`src/rtl/rhp_pkg.sv`:
```
package rhp_pkg;
   localparam int WORD_W  = 32;
   localparam int CHG_N   = 5;
   localparam int CHG_LSB = 16;

   // change flag slots inside the five-bit change field
   localparam int CG_CONN = 0;
   localparam int CG_EN   = 1;
   localparam int CG_SUSP = 2;
   localparam int CG_OC   = 3;
   localparam int CG_RST  = 4;

   typedef struct packed {
      logic             set_pwr;
      logic             clr_pwr;
      logic             set_en;
      logic             clr_en;
      logic             set_susp;
      logic             clr_susp;
      logic             set_rst;
      logic [CHG_N-1:0] ack_chg;
   } port_cmd_t;

   typedef struct packed {
      logic [CHG_N-1:0] chg;
      logic             ls;
      logic             pwr;
      logic             rst;
      logic             oc;
      logic             susp;
      logic             en;
      logic             conn;
   } port_view_t;

   function automatic logic [WORD_W-1:0] pack_view(input port_view_t v);
      logic [WORD_W-1:0] w;
      w = '0;
      w[0] = v.conn;
      w[1] = v.en;
      w[2] = v.susp;
      w[3] = v.oc;
      w[4] = v.rst;
      w[8] = v.pwr;
      w[9] = v.ls;
      w[CHG_LSB +: CHG_N] = v.chg;
      return w;
   endfunction
endpackage

```
`src/rtl/rhp_wr_decode.sv`:
```
module rhp_wr_decode
   import rhp_pkg::*;
#(
   parameter int NPORTS = 4,
   parameter int PW     = 2
) (
   input  logic              wr_en,
   input  logic [PW-1:0]     wr_port,
   input  logic [WORD_W-1:0] wr_data,
   output port_cmd_t         cmd [NPORTS]
);
   for (genvar i = 0; i < NPORTS; i++) begin : g_dec
      logic hit;
      assign hit = wr_en && (wr_port == PW'(i));
      always_comb begin
         cmd[i]          = '0;
         cmd[i].clr_en   = hit & wr_data[0];
         cmd[i].set_en   = hit & wr_data[1];
         cmd[i].set_susp = hit & wr_data[2];
         cmd[i].clr_susp = hit & wr_data[3];
         cmd[i].set_rst  = hit & wr_data[4];
         cmd[i].set_pwr  = hit & wr_data[8];
         cmd[i].clr_pwr  = hit & wr_data[9];
         cmd[i].ack_chg  = hit ? wr_data[CHG_LSB +: CHG_N] : '0;
      end
   end
endmodule

```
`src/rtl/rhp_port.sv`:
```
module rhp_port
   import rhp_pkg::*;
(
   input  logic       clk,
   input  logic       rst_n,
   input  port_cmd_t  cmd,
   input  logic       dev_connect,
   input  logic       dev_low_speed,
   input  logic       over_current,
   input  logic       reset_done,
   output port_view_t view,
   output logic       reset_active,
   output logic       resume_pulse
);
   logic conn_q, en_q, susp_q, rst_q, pwr_q, resume_q;
   logic conn_d, en_d, susp_d, rst_d, pwr_d, resume_d;
   logic [CHG_N-1:0] chg_q, chg_d;

   always_comb begin
      conn_d   = conn_q;
      en_d     = en_q;
      susp_d   = susp_q;
      rst_d    = rst_q;
      pwr_d    = pwr_q;
      resume_d = 1'b0;
      chg_d    = chg_q & ~cmd.ack_chg;
      if (pwr_q) begin
         if (cmd.set_en) begin
            if (conn_q) en_d = 1'b1;
            else        chg_d[CG_CONN] = 1'b1;
         end
         if (cmd.set_susp && en_q) susp_d = 1'b1;
         if (cmd.clr_en) begin
            en_d   = 1'b0;
            susp_d = 1'b0;
         end
         if (cmd.clr_susp && susp_q) begin
            susp_d         = 1'b0;
            chg_d[CG_SUSP] = 1'b1;
            resume_d       = 1'b1;
         end
         if (cmd.set_rst) begin
            if (conn_q) rst_d = 1'b1;
            else        chg_d[CG_CONN] = 1'b1;
         end
         if (reset_done && rst_q) begin
            rst_d         = 1'b0;
            en_d          = 1'b1;
            chg_d[CG_RST] = 1'b1;
         end
         conn_d = dev_connect;
         if (dev_connect != conn_q) chg_d[CG_CONN] = 1'b1;
         if (conn_q && !dev_connect) begin
            if (en_q) chg_d[CG_EN] = 1'b1;
            en_d   = 1'b0;
            susp_d = 1'b0;
            rst_d  = 1'b0;
         end
         if (over_current) begin
            pwr_d        = 1'b0;
            chg_d[CG_OC] = 1'b1;
            if (en_q) chg_d[CG_EN] = 1'b1;
            conn_d = 1'b0;
            en_d   = 1'b0;
            susp_d = 1'b0;
            rst_d  = 1'b0;
         end
         if (cmd.clr_pwr) begin
            pwr_d  = 1'b0;
            conn_d = 1'b0;
            en_d   = 1'b0;
            susp_d = 1'b0;
            rst_d  = 1'b0;
         end
      end else if (cmd.set_pwr && !over_current) begin
         pwr_d = 1'b1;
      end
   end

   always_ff @(posedge clk) begin
      if (!rst_n) begin
         conn_q   <= 1'b0;
         en_q     <= 1'b0;
         susp_q   <= 1'b0;
         rst_q    <= 1'b0;
         pwr_q    <= 1'b0;
         resume_q <= 1'b0;
         chg_q    <= '0;
      end else begin
         conn_q   <= conn_d;
         en_q     <= en_d;
         susp_q   <= susp_d;
         rst_q    <= rst_d;
         pwr_q    <= pwr_d;
         resume_q <= resume_d;
         chg_q    <= chg_d;
      end
   end

   always_comb begin
      view      = '0;
      view.pwr  = pwr_q;
      view.conn = pwr_q & conn_q;
      view.en   = pwr_q & en_q;
      view.susp = pwr_q & susp_q;
      view.rst  = pwr_q & rst_q;
      view.oc   = pwr_q & over_current;
      view.ls   = pwr_q & conn_q & dev_low_speed;
      view.chg  = chg_q;
   end

   assign reset_active = rst_q;
   assign resume_pulse = resume_q;

   // an unpowered port holds no status
   p_off_quiet_r3: assert property (@(posedge clk) disable iff (!rst_n)
      !pwr_q |-> !(conn_q || en_q || susp_q || rst_q));
   // an enabled port always has a device behind it
   p_en_needs_conn_r5: assert property (@(posedge clk) disable iff (!rst_n)
      en_q |-> conn_q);
   // suspend only exists on an enabled port
   p_susp_needs_en_r7: assert property (@(posedge clk) disable iff (!rst_n)
      susp_q |-> en_q);
   // resume request lasts a single cycle
   p_resume_single_r7: assert property (@(posedge clk) disable iff (!rst_n)
      resume_q |=> !resume_q);
   // over-current drops power and raises its change flag
   p_oc_drops_power_r9: assert property (@(posedge clk) disable iff (!rst_n)
      (pwr_q && over_current) |=> (!pwr_q && chg_q[CG_OC]));
   // reset completion enables the port and flags it
   p_reset_done_r8: assert property (@(posedge clk) disable iff (!rst_n)
      (pwr_q && rst_q && reset_done && dev_connect && !over_current && !cmd.clr_pwr)
      |=> (en_q && !rst_q && chg_q[CG_RST]));
   // change flags never clear without an acknowledge
   p_chg_sticky_r11: assert property (@(posedge clk) disable iff (!rst_n)
      (chg_q[CG_CONN] && !cmd.ack_chg[CG_CONN]) |=> chg_q[CG_CONN]);
endmodule

```
`src/rtl/rhp_rd_mux.sv`:
```
module rhp_rd_mux
   import rhp_pkg::*;
#(
   parameter int NPORTS   = 4,
   parameter int PW       = 2,
   parameter bit READ_REG = 1'b0
) (
   input  logic              clk,
   input  logic              rst_n,
   input  logic [PW-1:0]     rd_port,
   input  port_view_t        views [NPORTS],
   output logic [WORD_W-1:0] rd_data
);
   logic [WORD_W-1:0] sel_c;

   always_comb begin
      sel_c = '0;
      for (int i = 0; i < NPORTS; i++) begin
         if (rd_port == PW'(i)) sel_c = pack_view(views[i]);
      end
   end

   if (READ_REG) begin : g_flop
      logic [WORD_W-1:0] sel_q;
      always_ff @(posedge clk) begin
         if (!rst_n) sel_q <= '0;
         else        sel_q <= sel_c;
      end
      assign rd_data = sel_q;
   end else begin : g_comb
      assign rd_data = sel_c;
   end

   // reserved positions never carry data
   p_reserved_zero_r13: assert property (@(posedge clk) disable iff (!rst_n)
      (rd_data & 32'hFFE0_FCE0) == '0);
endmodule

```
`src/rtl/rh_port_ctl.sv`:
```
module rh_port_ctl
   import rhp_pkg::*;
#(
   parameter int NPORTS   = 4,
   parameter bit READ_REG = 1'b0,
   parameter int PW       = (NPORTS > 1) ? $clog2(NPORTS) : 1
) (
   input  logic              clk,
   input  logic              rst_n,
   input  logic              wr_en,
   input  logic [PW-1:0]     wr_port,
   input  logic [WORD_W-1:0] wr_data,
   input  logic [PW-1:0]     rd_port,
   output logic [WORD_W-1:0] rd_data,
   input  logic [NPORTS-1:0] dev_connect,
   input  logic [NPORTS-1:0] dev_low_speed,
   input  logic [NPORTS-1:0] over_current,
   input  logic [NPORTS-1:0] reset_done,
   output logic [NPORTS-1:0] reset_active,
   output logic [NPORTS-1:0] resume_pulse
);
   if (NPORTS < 1 || NPORTS > 15) begin : g_bad_nports
      $error("rh_port_ctl: NPORTS must lie in 1..15");
   end
   if (PW < $clog2(NPORTS)) begin : g_bad_pw
      $error("rh_port_ctl: PW too narrow for NPORTS");
   end

   port_cmd_t  cmd   [NPORTS];
   port_view_t views [NPORTS];

   rhp_wr_decode #(.NPORTS(NPORTS), .PW(PW)) u_dec (
      .wr_en   (wr_en),
      .wr_port (wr_port),
      .wr_data (wr_data),
      .cmd     (cmd)
   );

   for (genvar i = 0; i < NPORTS; i++) begin : g_port
      rhp_port u_port (
         .clk           (clk),
         .rst_n         (rst_n),
         .cmd           (cmd[i]),
         .dev_connect   (dev_connect[i]),
         .dev_low_speed (dev_low_speed[i]),
         .over_current  (over_current[i]),
         .reset_done    (reset_done[i]),
         .view          (views[i]),
         .reset_active  (reset_active[i]),
         .resume_pulse  (resume_pulse[i])
      );
   end

   rhp_rd_mux #(.NPORTS(NPORTS), .PW(PW), .READ_REG(READ_REG)) u_mux (
      .clk     (clk),
      .rst_n   (rst_n),
      .rd_port (rd_port),
      .views   (views),
      .rd_data (rd_data)
   );
endmodule

```
`config.mk`:
```
export PLATFORM = sky130hd
export DESIGN_NAME = rh_port_ctl
export DESIGN_NICKNAME = d
export VERILOG_FILES = /design/src/rtl/rhp_pkg.sv /design/src/rtl/rhp_wr_decode.sv /design/src/rtl/rhp_port.sv /design/src/rtl/rhp_rd_mux.sv /design/src/rtl/rh_port_ctl.sv
export SDC_FILE = /design/constraint.sdc
export NUM_CORES = 1
export LEC_CHECK = 0
export BUFFER_PORTS_ARGS = -buffer_cell sky130_fd_sc_hd__buf_2
export CORE_MARGIN = 2
export CORE_UTILIZATION = 37
export CTS_BUF_LIST = sky130_fd_sc_hd__clkbuf_8 sky130_fd_sc_hd__clkbuf_16
export CTS_CLUSTER_DIAMETER = 50
export CTS_CLUSTER_SIZE = 24
export DETAILED_ROUTE_END_ITERATION = 12
export GPL_TIMING_DRIVEN = 0
export PLACE_DENSITY = 0.6
export SLEW_MARGIN = 20
export SYNTH_ARGS = -nofsm -noshare
export SYNTH_HDL_FRONTEND = slang
export SYNTH_SLANG_ARGS = --single-unit
```
`constraint.sdc`:
```
create_clock -name clk -period 1.9 [get_ports clk]
set_input_delay 0.38 -clock clk [delete_from_list [all_inputs] [get_ports clk]]
set_output_delay 0.38 -clock clk [all_outputs]
set_load 0.01 [all_outputs]
```
* Word-level counts from Yosys, hierarchy flattened
Index checks and enable logic that the tools add are counted.
** Storage, ports and cells
- Register bits after elaboration :: 44
- Latch bits :: 0
- RAM bits :: 0
- ROM bits :: 0
- Logic and storage cells :: 328
- Memories kept :: 0
** Cells by class
- Add/sub/neg operators :: 0
- Multipliers :: 0
- Divide/modulo/power cells :: 0
- Order comparisons :: 0
- Equal/unequal tests :: 10
- Shift-type cells :: 0
- Mux-type cells :: 160
- Bitwise gates (word level) :: 60
- Reduce and logical (&&, ||, !) cells :: 70
** Operator list (number)
- 1-bit 2-to-1 mux :: 148
- 21-bit 2-to-1 mux :: 4
- 6-bit nonzero test :: 12
- 1-bit bitwise AND :: 52
- 5-bit 2-to-1 mux :: 8
- 5-bit nonzero test :: 8
- 1-bit logical AND :: 24
- 3-bit AND reduction :: 8
- 5-bit bitwise AND :: 4
- 5-bit NOT :: 4
- 2-bit AND reduction :: 8
- 2-bit equality test (second input constant) :: 4
- 1-bit logical NOT :: 8
- 2-bit by 1-bit equality test with 1-bit output (second input constant) :: 2
- 2-bit logical NOT :: 2
- 1-bit inequality test :: 4

* Logic depth before layout (Yosys ltp)
Gate-level depths: netlist of run 1.
- Depth after elaboration :: 11
- Gate-level depth with buffers :: 5

* Cells and area by module
Synthesis of run 1 repeated with hierarchy kept, for this count alone.
** Unflattened totals
- Cells, all modules :: 338
- Area total of the unflattened synthesis :: 3110.5 sq um
** By module, submodules not included
- rhp_port :: instances 4, cells an instance 60, area each 513.0 sq um, sequential area each 220.2 sq um
- rhp_wr_decode :: instances 1, cells an instance 63, area each 610.6 sq um, sequential area each 0.0 sq um
- rhp_rd_mux :: instances 1, cells an instance 35, area each 447.9 sq um, sequential area each 0.0 sq um

* Least setup slack after synthesis of run 1
Ideal clock, no wire load.
- Kind :: input port to output port
- From :: input port rd_port[0]
- To :: output port rd_data[9]
- Arrival time :: 1.174 ns
- Required time :: 1.520 ns
- Path slack :: 0.346 ns
- Stages :: 5
- Buffers on the path :: 2
- Path through :: buf_2 buf_2 nand4_1 o211ai_1 o21a_1
** Between the ends
- Word-level cells in the longest chain between the ends :: 5
** Ends and longest elaborated chain
- start, declared :: RTL line rh_port_ctl.sv:13 : input logic [PW-1:0] rd_port,
- 2-bit logical NOT :: RTL line rhp_rd_mux.sv:19 : if (rd_port == PW'(i)) sel_c = pack_view(views[i]);
- 21-bit 2-to-1 mux (3 in series) :: RTL line rhp_rd_mux.sv:19
- 21-bit 2-to-1 mux * :: RTL line rhp_rd_mux.sv:19
- end, declared :: RTL line rh_port_ctl.sv:14 : output logic [WORD_W-1:0] rd_data,
Mark *: on every way between the ends. The rest lies on a longest branch, timed or not.

* Worst setup path after layout of run 1
- From :: register g_port[0].u_port.pwr_q
- To :: output port rd_data[4]
** Between the ends
- Word-level cells in the longest chain between the ends :: 5
** Ends and longest elaborated chain
- start, declared :: RTL line rhp_port.sv:15 : logic conn_q, en_q, susp_q, rst_q, pwr_q, resume_q;
- start signal, assigned :: RTL line rhp_port.sv:94 : pwr_q <= pwr_d;
- 1-bit bitwise AND :: RTL line rhp_port.sv:106 : view.rst = pwr_q & rst_q;
- 21-bit 2-to-1 mux (4 in series) :: RTL line rhp_rd_mux.sv:19
No other way between the ends.

==> flow_summary.ini, run 1 <==
[status]
status = finished with violations
violated_checks = negative setup slack

[layout]
fin_util_pct = 46.6
layout-drive-gt1-share_pct = 31.3
finish.cell_count_without_fillers = 508
layout.nets = 467
layout.cells.most_common_list = sky130_fd_sc_hd__buf_2, sky130_fd_sc_hd__dfxtp_1, sky130_fd_sc_hd__buf_4
layout.filler_cells = 765
mostFrequentLayoutCell = sky130_fd_sc_hd__buf_2
insertedDiodeCount = 0
syn_to_final_growth_pct = 21.9

[worst_setup_path]
cp_num_buf_inv = 2
timing.critical_path.depth = 5
crit_path_max_fanout = 8
worst_path_dominant_cell_family = compound AO/OA/AOI/OAI gates
required_ns = 1.52
worst_path_largest_cell_delay_ns = 0.33
cpMaxStageDelayCell = sky130_fd_sc_hd__dfxtp_2
setup.worst_path.end_class = primary output
classification_of_the_worst_setup_path = reg -> out
worst_setup_path_start_kind = flip-flop
path_cells = buf_6, and3b_1, a311oi_2, a31oi_1, buf_2
reg2reg_depth = 4
crit_arrival_ns = 1.52

[routing]
first_pass_iters = 5
routedWlPerCell_um = 18.4
detailed_route_wire_length_um = 9330
detailed_route_drc_error_count = 0
viasPerCell = 5.59
detail-route-antenna-nets = 0
detailroute.via_count = 2840
detailedRoute.firstIterationViolations = 153

[power]
p_int_mw = 1.31
power.share.sequential_pct = 49.4
power.clock.fraction_pct = 33.4
max-vdd-ir-drop_uv = 241
combPwrFrac_pct = 17.1
fin_total_pwr_mw = 1.87
total_switching_power_mw = 0.567
power.density_mw_per_mm2 = 554
p_leak_nw = 1.37
p_sw_share_pct = 30.3

[job]
max_cap_viol_count = 0

[logic_synthesis]
number_of_synthesized_flops_with_an_enable_pin = 0
synthArstFlopShare_pct = 0
seq_total_area_yosys_pct = 31.7
mean_area_per_synthesized_cell_sq_um = 8.41
netlist_area_before_placement_sq_mm = 0.00278
ys_types = 54
syn_inst = 330
yosys_warning_total = 0
yosys_register_bits = 44
yosys_most_used_dff = sky130_fd_sc_hd__dfxtp_1

[floorplanning]
initial_utilization_pct = 38.3
floorplan.io_pins = 95
rows = 31
die-height_um = 90.6
core_area_sq_mm = 0.00725
chipWidth_um = 90.6
die-area_sq_mm = 0.00821

[sta]
tightestPinTransition_ns = 0.659
fin_skew_ns = 0.00546
timing.fmax_ghz = 0.526
rsz0062_at_grt = yes
fin_hold_ws_ns = 0.294
final.period_utilization_pct = 100
post-route-min-period_ns = 1.90
timing.slew.headroom_pct = 56.0
number_of_setup_violations_in_the_final_report = 1
hold_violations = 0
count_of_pins_over_their_slew_limit = 0
setup_ws_ns = -0.00230

[clocking]
htree_levels = 2
clock_sink_count = 44
worst_setup_hold_path_clk_slew_ns = 0.09
ctsRootBufferMaster = sky130_fd_sc_hd__clkbuf_8
tritoncts.num_buffers = 5
tritoncts = built
clk_lat_worst_skew_ns = 0.31
cts_buffer_depth = 2

[worst_hold_path]
hold_path_depth = 2
holdCritPathClass = in -> reg

[place]
place_hpwl_um = 6870
placement.io_buffers = 52
place_ws_ns = -0.0932
gp_routability_congestion = 0.953
place_inst = 500

[global_routing]
first_global_vias = 2689
grt_max_degree = 16
grt_pass1_wl_um = 14500
grt_overflow = 0
grt_usage_pct = 22.4
antenna_found_initial = 0
through the flow:
step                cell area [sq um]   TNS, ns
CTS                              3340         0
floorplan                        2850         0
global placement                 3230    -0.473
global route                     3380  -0.00970
detailed placement               3230    -0.508
finish                           3380  -0.00230
kinds of logic (layout without fill, tap and decap cells):
family | count (synthesis) | in the layout | share of synthesized area, %
other cells | 1 | 20 | 0.135
mux | 7 | 7 | 5.27
buf+inv | 66 | 126 | 13.4
fa+ha+maj | 4 | 4 | 1.80
simple gates | 91 | 91 | 19.0
compound gates | 117 | 117 | 28.7
flops | 44 | 44 | 31.7
sequential cells by signal, summed over array words and instances (netlist names):
signal,cells
g_port.u_port.chg_q,20
g_port.u_port.conn_q,4
g_port.u_port.en_q,4
g_port.u_port.pwr_q,4
g_port.u_port.reset_active,4
g_port.u_port.resume_pulse,4
g_port.u_port.susp_q,4
Yosys cell counts, types with 7 or more instances:
master,n,area share (%)
sky130_fd_sc_hd__a21oi_1,23,4.1
sky130_fd_sc_hd__dfxtp_1,44,32
sky130_fd_sc_hd__buf_2,10,1.8
sky130_fd_sc_hd__nor3_1,7,1.3
sky130_fd_sc_hd__buf_4,30,8.1
sky130_fd_sc_hd__nor2_1,7,0.95
sky130_fd_sc_hd__a41oi_1,8,2.5
sky130_fd_sc_hd__o21ai_1,25,4.5
sky130_fd_sc_hd__inv_1,11,1.5
sky130_fd_sc_hd__nand3_1,20,3.6
sky130_fd_sc_hd__nand2_1,21,2.8
sky130_fd_sc_hd__clkbuf_1,12,1.6
sky130_fd_sc_hd__a211oi_1,12,3.2
cell type report:
| type | count | area, sq um | share of cell area, % |
|---|---|---|---|
| Timing Repair Buffer | 53 | 268 | 7.91 |
| Multi-Input combinational cell | 239 | 1610 | 47.6 |
| Inverter | 14 | 52.6 | 1.55 |
| Clock buffer | 5 | 68.8 | 2.03 |
| Sequential cell | 44 | 891 | 26.3 |
| Clock inverter | 3 | 23.8 | 0.703 |
| Tap cell | 99 | 124 | 3.66 |
| Buffer | 51 | 347 | 10.2 |
path summary, 6_finish.rpt:
path / start / endpoint / slack (ns)
worst max-delay path: g_port[0].u_port.pwr_q$_SDFF_PN0_ / rd_data[4] / -0.002
worst min-delay path: over_current[0] / g_port[0].u_port.pwr_q$_SDFF_PN0_ / 0.29
worst max register to register: g_port[3].u_port.conn_q$_SDFFE_PN0P_ / g_port[3].u_port.reset_active$_SDFFE_PN0P_ / 0.33
worst min register to register: g_port[1].u_port.chg_q[3]$_SDFF_PN0_ / g_port[1].u_port.chg_q[3]$_SDFF_PN0_ / 0.48
repair_timing:
item                       4_1_cts  5_1_grt
hold buffers                     0        0
pin swaps                        1        1
setup buffers                    0        1
resized for setup                8       18
setup endpoints to repair        8        7
layer usage:
metal	vias up	global-route usage, %	wire length (um)
li1	1352	-	-
met1	1340	32.2	4390
met2	129	33.5	3980
met3	19	4.17	747
met4	0	7.82	214
met5	-	0	0
power by group through the flow:
stage	Clock (mW)	Sequential, mW	Combinational (mW)
after floorplan	0	0.949	0.191
after global placement	0	0.950	0.307
after detailed placement	0	0.950	0.308
after CTS	0.631	0.929	0.312
after global routing	0.665	0.927	0.346
final	0.627	0.927	0.321
No activity file was read; power rests on OpenSTA's default activity.
==> inputs of run 2 (changes only) <==
CORE_UTILIZATION = 35   (was 37)
PLACE_DENSITY = 0.57   (was 0.6)
==> run 2 against run 1 <==
Compared with the run above:
- the flow now finishes without violations
- power up 0.64%
- routed wire length is 2.9% higher
- via count rose by 0.21%
- hold slack gained 0.0082 ns
- design area barely moved
- sequential cell count stayed put
- critical endpoint unchanged
==> flow_summary.ini, run 2 (synthesis gave the netlist of run 1 again) <==
[global_routing]
grt_max_degree = 14
antenna_found_initial = 0
grt_usage_pct = 22.5
grt_overflow = 0
first_global_vias = 2621
grt_pass1_wl_um = 14700

[clocking]
worst_setup_hold_path_clk_slew_ns = 0.09
htree_levels = 2
tritoncts = built
tritoncts.num_buffers = 5
clk_lat_worst_skew_ns = 0.30
cts_buffer_depth = 2
clock_sink_count = 44
ctsRootBufferMaster = sky130_fd_sc_hd__clkbuf_8

[status]
status = complete, no violations

[layout]
largest_register_ffs = 20
insertedDiodeCount = 0
syn_to_final_growth_pct = 21.9
layout.nets = 467
mostFrequentLayoutCell = sky130_fd_sc_hd__buf_2
fin_util_pct = 44.0
top_register = g_port.u_port.chg_q
layout-drive-gt1-share_pct = 31.1
layout.cells.most_common_list = sky130_fd_sc_hd__buf_2, sky130_fd_sc_hd__dfxtp_1, sky130_fd_sc_hd__buf_4

[worst_hold_path]
timing.hold.worst_endpoint = g_port[2].u_port.pwr_q$_SDFF_PN0_
hold_path_startpoint = over_current[2]
hold_path_depth = 2
holdCritPathClass = in -> reg

[sta]
timing.slew.headroom_pct = 52.4
final.period_utilization_pct = 99.7
hold_violations = 0
fin_setup_tns_ns = 0
count_of_pins_over_their_slew_limit = 0
fin_skew_ns = 0.00797
timing.fmax_ghz = 0.528
number_of_setup_violations_in_the_final_report = 0
post-route-min-period_ns = 1.89
rsz0062_at_grt = yes
tightestPinTransition_ns = 0.714

[floorplanning]
die-area_sq_mm = 0.00866
initial_utilization_pct = 36.1
die-height_um = 93.1
core_area_sq_mm = 0.00769
floorplan.io_pins = 95
rows = 32
chipWidth_um = 93.1

[routing]
detailed_route_drc_error_count = 0
viasPerCell = 5.57
detailed_route_wire_length_um = 9590
routedWlPerCell_um = 18.8
first_pass_iters = 5
detail-route-antenna-nets = 0
detailroute.via_count = 2846
detailedRoute.firstIterationViolations = 191

[power]
max-vdd-ir-drop_uv = 259
p_leak_nw = 1.38
power.density_mw_per_mm2 = 557

[worst_setup_path]
worst-r2r-setup-slack_ns = 0.31
crit_path_max_fanout = 7
reg2reg_depth = 4
timing.rr.end = g_port[3].u_port.reset_active$_SDFFE_PN0P_
classification_of_the_worst_setup_path = reg -> out
reg2reg_from = g_port[3].u_port.conn_q$_SDFFE_PN0P_
worst_setup_path_start_kind = flip-flop
crit_arrival_ns = 1.51
required_ns = 1.52
crit_path_start = g_port[0].u_port.pwr_q$_SDFF_PN0_
setup.worst_path.end_class = primary output

[place]
place_hpwl_um = 7060
placement.io_buffers = 52
gp_routability_congestion = 0.984

[job]
max_cap_viol_count = 0
-- run 2: final cells by class --
cell class | count | area (sq um)
buffer | 51 | 348
clock buffer | 6 | 82.6
clock inverter | 2 | 11.3
fill | 816 | 4300
inverter | 14 | 52.6
multi-input combinational | 239 | 1610
sequential | 44 | 890
tap | 102 | 128
timing repair buffer | 53 | 268
-- run 2: power by group --
group	total (mW)	switching [mW]	internal [mW]
combinational	0.324	0.201	0.123
clock	0.634	0.343	0.291
sequential	0.928	0.00413	0.924
total	1.89	0.548	1.34
-- run 2: stage by stage --
| stage | hold slack [ns] | power (mW) | std cells | worst slack (ns) | area, sq um |
|---|---|---|---|---|---|
| after global routing | 0.304 | 1.96 | 511 | -0.0303 | 3390 |
| final | 0.302 | 1.89 | 511 | 0.00617 | 3390 |
| after CTS | 0.307 | 1.89 | 510 | -0.000490 | 3350 |
| after global placement | 0.466 | 1.26 | 503 | -0.110 | 3240 |
| after detailed placement | 0.472 | 1.26 | 503 | -0.133 | 3240 |
| after floorplan | 0.444 | 1.14 | 349 | 0.346 | 2850 |
-- run 2: worst max-delay path by stage --
stage	endpoint	slack [ns]	depth (start not counted)
6_report	rd_data[4]	0.006	5
5_1_grt	rd_data[4]	-0.03	5
4_1_cts	rd_data[9]	-0.0005	5
3_5_place_dp	rd_data[9]	-0.13	7
3_3_place_gp	rd_data[9]	-0.11	7
2_1_floorplan	rd_data[9]	0.35	5
-- run 2: timing repair --
action / 4_1_cts / 5_1_grt
gates resized for setup: 10 / 15
pin swaps: 1 / 2
endpoints found under the setup margin: 7 / 5
setup buffers: 0 / 1
hold buffers: 0 / 0
-- run 2: layer usage --
layer  share of wire (%)  GRT usage [%]  vias up
li1                    -              -     1352
met4                 1.4           5.02        0
met1                  45           31.8     1344
met5                   0              0        -
met2                  46           35.9      140
met3                 7.5           3.95       10
-- run 2: worst max-delay path, cell delays in order, from the launching register on --
cell                       delay, ns
sky130_fd_sc_hd__dfxtp_2        0.33
sky130_fd_sc_hd__buf_6          0.12
sky130_fd_sc_hd__and3b_1        0.17
sky130_fd_sc_hd__a311oi_2       0.34
sky130_fd_sc_hd__a31oi_1        0.09
sky130_fd_sc_hd__buf_2          0.16
